===== config.mk =====
export PLATFORM = sky130hd
export DESIGN_NAME = pp_port
export DESIGN_NICKNAME = d
export VERILOG_FILES = /design/src/rtl/pp_pkg.sv /design/src/rtl/pp_cmd_decode.sv /design/src/rtl/pp_strobe_gen.sv /design/src/rtl/pp_in_capture.sv /design/src/rtl/pp_port.sv
export SDC_FILE = /design/constraint.sdc
export NUM_CORES = 1
export LEC_CHECK = 0
export ABC_CLOCK_PERIOD_IN_PS = 2200
export BUFFER_PORTS_ARGS = -buffer_cell sky130_fd_sc_hd__buf_2
export CELL_PAD_IN_SITES_DETAIL_PLACEMENT = 1
export CELL_PAD_IN_SITES_GLOBAL_PLACEMENT = 1
export CORE_MARGIN = 4
export CORE_UTILIZATION = 42
export DETAILED_ROUTE_END_ITERATION = 10
export GPL_TIMING_DRIVEN = 0
export PLACE_DENSITY_LB_ADDON = 0.25
export SLEW_MARGIN = 20
export SYNTH_ARGS = -nofsm -noshare
export SYNTH_HDL_FRONTEND = slang
export SYNTH_SLANG_ARGS = --single-unit

===== constraint.sdc =====
create_clock -name clk -period 2.2 [get_ports clk]
set_clock_uncertainty 0.1 [all_clocks]
set_input_delay 0.44 -clock clk [delete_from_list [all_inputs] [get_ports clk]]
set_output_delay 0.44 -clock clk [all_outputs]
set_load 0.02 [all_outputs]

===== src/rtl/pp_pkg.sv =====
package pp_pkg;

    typedef enum logic [3:0] {
        OP_WR_DIR  = 4'h1,
        OP_RD_DIR  = 4'h2,
        OP_WR_OUT  = 4'h3,
        OP_RD_PINS = 4'h4,
        OP_RD_CAP  = 4'h5,
        OP_WR_CTRL = 4'h6,
        OP_RD_CTRL = 4'h7,
        OP_RD_STAT = 4'h8,
        OP_CLR_IRQ = 4'h9
    } pp_op_e;

    typedef struct packed {
        logic       irq_en;
        logic       edge_mode;
        logic [1:0] wsel;
    } pp_ctrl_t;

    typedef struct packed {
        logic wr_dir;
        logic wr_out;
        logic wr_ctrl;
        logic rd_any;
        logic rd_stat;
        logic clr_irq;
        logic invalid;
    } pp_dec_t;

endpackage


===== src/rtl/pp_cmd_decode.sv =====
module pp_cmd_decode
    import pp_pkg::*;
(
    input  logic       cmd_valid,
    input  logic [3:0] cmd_op,
    output pp_dec_t    dec
);
    always_comb begin
        dec = '0;
        if (cmd_valid) begin
            unique case (cmd_op)
                OP_WR_DIR:  dec.wr_dir  = 1'b1;
                OP_WR_OUT:  dec.wr_out  = 1'b1;
                OP_WR_CTRL: dec.wr_ctrl = 1'b1;
                OP_RD_DIR, OP_RD_PINS, OP_RD_CAP, OP_RD_CTRL:
                            dec.rd_any  = 1'b1;
                OP_RD_STAT: begin
                    dec.rd_any  = 1'b1;
                    dec.rd_stat = 1'b1;
                end
                OP_CLR_IRQ: dec.clr_irq = 1'b1;
                default:    dec.invalid = 1'b1;
            endcase
        end
    end
endmodule


===== src/rtl/pp_strobe_gen.sv =====
module pp_strobe_gen #(
    parameter int CLK_MHZ = 40
) (
    input  logic       clk,
    input  logic       rst_n,
    input  logic       start,
    input  logic [1:0] wsel,
    output logic       strobe
);
    localparam int W0 = 100  * CLK_MHZ / 1000;
    localparam int W1 = 200  * CLK_MHZ / 1000;
    localparam int W2 = 500  * CLK_MHZ / 1000;
    localparam int W3 = 1000 * CLK_MHZ / 1000;
    localparam int CW = $clog2(W3 + 1);

    typedef struct packed {
        logic [CW-1:0] cnt;
    } sg_state_t;

    sg_state_t st_d, st_q;
    logic [CW-1:0] load_val;

    always_comb begin
        unique case (wsel)
            2'd0:    load_val = CW'(W0);
            2'd1:    load_val = CW'(W1);
            2'd2:    load_val = CW'(W2);
            default: load_val = CW'(W3);
        endcase
        st_d = st_q;
        if (start) begin
            st_d.cnt = load_val;
        end else if (st_q.cnt != '0) begin
            st_d.cnt = st_q.cnt - 1'b1;
        end
    end

    always_ff @(posedge clk) begin
        if (!rst_n) st_q <= '0;
        else        st_q <= st_d;
    end

    assign strobe = (st_q.cnt != '0);
endmodule


===== src/rtl/pp_in_capture.sv =====
module pp_in_capture #(
    parameter int W = 8
) (
    input  logic         clk,
    input  logic         rst_n,
    input  logic         in_strobe,
    input  logic [W-1:0] pad_in,
    input  logic         edge_mode,
    output logic         event_o,
    output logic [W-1:0] cap_o
);
    typedef struct packed {
        logic         prev;
        logic [W-1:0] cap;
    } ic_state_t;

    ic_state_t st_d, st_q;

    always_comb begin
        st_d      = st_q;
        st_d.prev = in_strobe;
        if (edge_mode) event_o = in_strobe & ~st_q.prev;
        else           event_o = in_strobe;
        if (event_o) st_d.cap = pad_in;
    end

    always_ff @(posedge clk) begin
        if (!rst_n) st_q <= '0;
        else        st_q <= st_d;
    end

    assign cap_o = st_q.cap;
endmodule


===== src/rtl/pp_port.sv =====
module pp_port
    import pp_pkg::*;
#(
    parameter int CLK_MHZ = 40,
    parameter int W       = 8
) (
    input  logic         clk,
    input  logic         rst_n,
    input  logic         cmd_valid,
    input  logic [3:0]   cmd_op,
    input  logic [W-1:0] cmd_wdata,
    output logic         rsp_valid,
    output logic [W-1:0] rsp_data,
    input  logic [W-1:0] pad_in,
    output logic [W-1:0] pad_out,
    output logic [W-1:0] pad_oe,
    input  logic         in_strobe,
    output logic         out_strobe,
    output logic         irq
);
    localparam int CTRL_W = $bits(pp_ctrl_t);

    typedef struct packed {
        logic [W-1:0] dir;
        logic [W-1:0] dout;
        pp_ctrl_t     ctrl;
        logic         pending;
        logic         inv;
        logic         rsp_valid;
        logic [W-1:0] rsp_data;
    } pt_state_t;

    pt_state_t st_d, st_q;
    pp_dec_t   dec;
    logic          cap_event;
    logic [W-1:0]  cap_val;
    logic          pending;
    logic          inv_flag;

    pp_cmd_decode u_dec (
        .cmd_valid (cmd_valid),
        .cmd_op    (cmd_op),
        .dec       (dec)
    );

    pp_strobe_gen #(.CLK_MHZ(CLK_MHZ)) u_sg (
        .clk    (clk),
        .rst_n  (rst_n),
        .start  (dec.wr_out),
        .wsel   (st_q.ctrl.wsel),
        .strobe (out_strobe)
    );

    pp_in_capture #(.W(W)) u_cap (
        .clk       (clk),
        .rst_n     (rst_n),
        .in_strobe (in_strobe),
        .pad_in    (pad_in),
        .edge_mode (st_q.ctrl.edge_mode),
        .event_o   (cap_event),
        .cap_o     (cap_val)
    );

    always_comb begin
        st_d           = st_q;
        st_d.rsp_valid = dec.rd_any;
        st_d.rsp_data  = '0;

        if (dec.wr_dir)  st_d.dir  = cmd_wdata;
        if (dec.wr_out)  st_d.dout = cmd_wdata;
        if (dec.wr_ctrl) st_d.ctrl = pp_ctrl_t'(cmd_wdata[CTRL_W-1:0]);

        if (dec.rd_any) begin
            unique case (cmd_op)
                OP_RD_DIR:  st_d.rsp_data = st_q.dir;
                OP_RD_PINS: st_d.rsp_data = pad_in;
                OP_RD_CAP:  st_d.rsp_data = cap_val;
                OP_RD_CTRL: st_d.rsp_data = W'(st_q.ctrl);
                default:    st_d.rsp_data = W'({st_q.inv, st_q.pending});
            endcase
        end

        if (dec.rd_stat || dec.clr_irq) st_d.pending = 1'b0;
        if (cap_event)                  st_d.pending = 1'b1;

        if (dec.rd_stat) st_d.inv = 1'b0;
        if (dec.invalid) st_d.inv = 1'b1;
    end

    always_ff @(posedge clk) begin
        if (!rst_n) st_q <= '0;
        else        st_q <= st_d;
    end

    assign pad_oe    = st_q.dir;
    assign pad_out   = st_q.dout & st_q.dir;
    assign pending   = st_q.pending;
    assign inv_flag  = st_q.inv;
    assign irq       = st_q.pending & st_q.ctrl.irq_en;
    assign rsp_valid = st_q.rsp_valid;
    assign rsp_data  = st_q.rsp_data;
endmodule


Yosys cells after proc, flatten, opt, wreduce, memory -nomap -nowiden

Cells that the tools add are included.

Add/subtract/negate cells: 1
Bitwise logic cells: 4
Equal/unequal tests: 11
Mux-type cells: 17
Reductions and logical operators: 9

Operator list:

| operator            | count |
|---|---|
| $pmux 8 s4          | 1 |
| $pmux 6 s3          | 1 |
| $eq 4x3->1 const B  | 4 |
| $mux 1              | 12 |
| $mux 6              | 2 |
| $reduce_or 9->1     | 1 |
| $and 8x8->8         | 1 |
| $eq 4x2->1 const B  | 2 |
| $eq 4x4->1 const B  | 2 |
| $mux 7              | 1 |
| $reduce_bool 2->1   | 3 |
| $reduce_bool 6->1   | 1 |
| $sub 6x1->6 const B | 1 |
| $reduce_or 5->1     | 1 |
| $eq 4x1->1 const B  | 1 |
| $and 1x1->1         | 2 |
| $eq 2x1->1 const B  | 1 |
| $eq 2x2->1 const B  | 1 |
| $logic_not 2->1     | 1 |
| $reduce_and 2->1    | 1 |
| $logic_or 1x1->1    | 1 |
| $not 1->1           | 1 |

Input bits: 24
Word-level logic and storage cells: 54
Register bits: 46

Logic depth before layout (Yosys ltp)

Depth after elaboration: 7
Depth in mapped cells: 7
Depth with buffers taken out: 6

By module

A second synthesis with hierarchy kept.

Cells, all modules: 265
Area total of the unflattened synthesis: 2,407.3 um^2

By module, submodules not included:

| module        | cells each | area an instance (um^2) | sequential area each (um^2) | instances |
|---|---|---|---|---|
| pp_port       | 161        | 1,503.9                 | 620.6                       | 1 |
| pp_in_capture | 46         | 435.4                   | 180.2                       | 1 |
| pp_strobe_gen | 40         | 360.3                   | 120.1                       | 1 |
| pp_cmd_decode | 18         | 107.6                   | 0.0                         | 1 |

Worst setup path after synthesis

Ideal clock, no wire load.

Path type: register to output
Start point: register u_sg.st_q[0] (netlist name)
End point: output out_strobe
Data arrival time: 1.091 ns
Slack: 0.569 ns
Path buffers: 1
Data required time: 1.660 ns
Stages on the path, launching flop included: 6
Cell sequence: dfxtp_1 inv_1 ha_1 nand2b_1 nand2b_1 clkbuf_1

Word-level cells in the longest chain between the ends: 1

RTL lines:

| element                | RTL line            | RTL |
|---|---|---|
| from (decl)            | pp_strobe_gen.sv:20 | `sg_state_t st_d, st_q;` |
| from (signal assigned) | pp_strobe_gen.sv:40 | `else st_q <= st_d;` |
| $reduce_bool 6->1      | pp_strobe_gen.sv:43 | `assign strobe = (st_q.cnt != '0);` |
| to (decl)              | pp_port.sv:18       | `output logic out_strobe,` |

Every way passes these cells.

Worst setup path after layout

Ends and elaborated chain as after synthesis.

==> results.json <==
{
  "grt_pass1_vias": 1920,
  "placedCellCount": 367,
  "syn-num-nets": 278,
  "yosysWarnings": 0,
  "cts_root_buf": "clkbuf_8",
  "critPathSlowestCell": "dfxtp_1",
  "power.leakage_uw": 0.001263,
  "core_region_area_um2": 4880,
  "slew-limit-headroom": 0.5993,
  "drc": 0,
  "die_h_um": 80.12,
  "timing.hold.ws_ps": 273.3,
  "path_common_cell": "nand2b_1",
  "required_ps": 1660,
  "drt-pass1-iter-count": 4,
  "setup.worst_path.class": "reg -> out",
  "viasPerCell": 4.947,
  "clk_transition_reported_paths_ps": 80,
  "cts.path.max_buffers": 2,
  "antenna-diode-count": 0,
  "internal_power_uw": 1376,
  "setup_violations": 0,
  "clock_power_share": 0.276,
  "combPwrFrac": 0.250,
  "drt_wl_total_mm": 5.499,
  "yosys_most_used_dff": "dfxtp_1",
  "nets": 332,
  "cts_tree": "done",
  "syn_inst": 252,
  "top_layer_used": "met4",
  "path_cells": "inv_1 -> ha_1 -> nand2b_1 -> nand2b_1 -> buf_2",
  "die_area_um2": 6419,
  "fmax_ghz": 0.4866,
  "dp_hpwl_mm": 4.270,
  "cts_buffers": 5,
  "rows": 25,
  "wl_met2_mm": 2.660,
  "post_cts_buffers": 0,
  "h-tree-depth": 2,
  "drive_gt1_frac": 0.2736,
  "avgSynthCellArea_um2": 8.669,
  "max-cap-violations": 0,
  "grt_max_degree": 15,
  "fin_setup_tns_ps": 0,
  "portBuffers": 48,
  "grt_antenna_before_repair": 0,
  "critPathMaxFanout": 6,
  "cpPeakStageDelay_ps": 360,
  "power_density_nw_per_um2": 772.0,
  "outcome": "complete, no violations",
  "post-route-period-util": 0.9341,
  "arrival_ps": 1520,
  "tightestPinTransition_ps": 598.9,
  "drt_iter0_markers": 67,
  "met3WireLength_um": 235,
  "synth_edf_count": 0,
  "fin_cells": 374,
  "pin_count": 51,
  "die_w_um": 80.12,
  "async_flop_share": 0,
  "synth_seq_cells": 46,
  "power_switching_uw": 631.1,
  "rsz0062_at_grt": "false",
  "seq_power_share": 0.473,
  "grt_pass1_wl_mm": 9.190,
  "cts.sinks": 46,
  "fin_crit_ps": 2055,
  "hold_class": "in -> reg",
  "yosysSeqAreaShare": 0.4215,
  "maxSlewViolCount": 0,
  "switching_share": 0.3144,
  "vias": 1850,
  "hold_viol": 0,
  "synth_area_um2": 2185,
  "totalPowerFinal_uw": 2007,
  "worstSkewPairLatency_ps": 310,
  "antenna_left": 0,
  "global_route.overflow_total": 0,
  "post_drt_wl_per_cell_um": 14.70,
  "rrSetupSlack_ps": 780,
  "drt-met1-wl_mm": 2.530,
  "area_growth_pct": 19.01,
  "critPathCaptureType": "primary output",
  "final_core_util": 0.5328,
  "yosysUniqueCellTypes": 38,
  "startpoint_type": "flop",
  "ir_drop_uv": 397.8,
  "gp_congestion": 0.7832,
  "start_util": 0.4477,
  "track_usage": 0.1857
}
[worst max-delay path, delay by kind of cell (launching register included)]
family        cells  cell delay, ps
flops             1             360
simple gates      2             320
buf+inv           2             300
fa+ha+maj         1             230
[power by group through the flow]
stage	clock network, uW	logic, uW	registers [uW]
finish	555	503	950
global route	597	560	962
CTS	560	513	950
detailed placement	0	507	971
global placement	0	486	968
floorplan	0	374	959
[state kept, by name, indices dropped and copies added, names as in the netlist]
| name | flops |
|---|---|
| pad_oe | 8 |
| u_sg.st_q | 6 |
| st_q | 12 |
| inv_flag | 1 |
| u_cap.st_q | 1 |
| pending | 1 |
| u_cap.cap_o | 8 |
| rsp_valid | 1 |
| rsp_data | 8 |
[final timing paths]
path,from,end,cells after the start
max,u_sg.st_q[0],out_strobe,5
max reg2reg,u_sg.st_q[0],u_sg.st_q[3],6
min reg2reg,st_q[16],st_q[16],2
min,cmd_wdata[5],st_q[20],3
[area by class of cell]
class                           count  area, um^2
Clock buffer                        7       86.33
Clock inverter                      1       8.758
Buffer                             29       196.4
Sequential cell                    46       920.9
Timing Repair Buffer               48       240.2
Tap cell                           67       83.83
Fill cell                         634        2280
Multi-Input combinational cell    171        1045
Inverter                            5       18.77
[layout by cell type (no fill, tap or decap), drive strengths merged, types with 2 or more instances in the layout]
cell,instances
a211oi,2
a21oi,23
a22o,9
a22oi,4
a2bb2oi,4
and2,11
and2b,2
buf,73
clkbuf,11
dfxtp,46
ha,2
inv,5
mux2i,19
nand2,41
nand2b,4
nand3,4
nand4b,2
nor2,26
nor3,2
o21ai,2
xor2,3
[layer usage]
layer / GRT usage / vias to the layer above
li1: - / 942
met1: 0.2316 / 864
met2: 0.3171 / 38
met3: 0.03812 / 6
met4: 0.06250 / 0
met5: 0 / -
[cells in the mapped netlist, types with 2 or more instances]
cell	number	area share
mux2i_1	19	0.087
a22o_1	9	0.036
a22oi_1	4	0.014
buf_2	4	0.0092
ha_1	2	0.011
nand2_1	41	0.070
nor3_1	2	0.0046
o21ai_0	2	0.0046
and2_1	11	0.032
dfxtp_1	46	0.42
nand2b_1	4	0.011
nor2_1	25	0.043
nand3_1	4	0.0092
inv_1	4	0.0069
clkbuf_1	5	0.0086
a2bb2oi_1	4	0.016
a21oi_1	23	0.053
buf_4	20	0.069
a211oi_1	2	0.0069
xor2_1	3	0.012
[through the flow]
stage / instance area [um^2] / worst slack [ps]
floorplan: 2185 / 569.0
finish: 2600 / 144.9
global route: 2600 / 21.80
CTS: 2604 / 33.17
global placement: 2509 / 373.5
detailed placement: 2509 / 361.3
[cells by family (layout without fill, tap and decap cells)]
logic type | after synthesis | in the layout | share of synthesized area
and+or+nand+nor | 99 | 99 | 0.2228
AOI/OAI and AO/OA | 47 | 47 | 0.1409
buffers and inverters | 35 | 90 | 0.1002
muxes | 19 | 19 | 0.08706
adders and majority gates | 2 | 2 | 0.01145
DFF | 46 | 46 | 0.4215
xor gates and xnor gates | 4 | 4 | 0.01604
[repair_timing]
| item | CTS | global route |
|---|---|---|
| hold buffers | 0 | 0 |
| endpoints found under the setup margin | 0 | 1 |
| resized for setup | 0 | 0 |
Note: power is estimated with default switching activity, not from simulation.
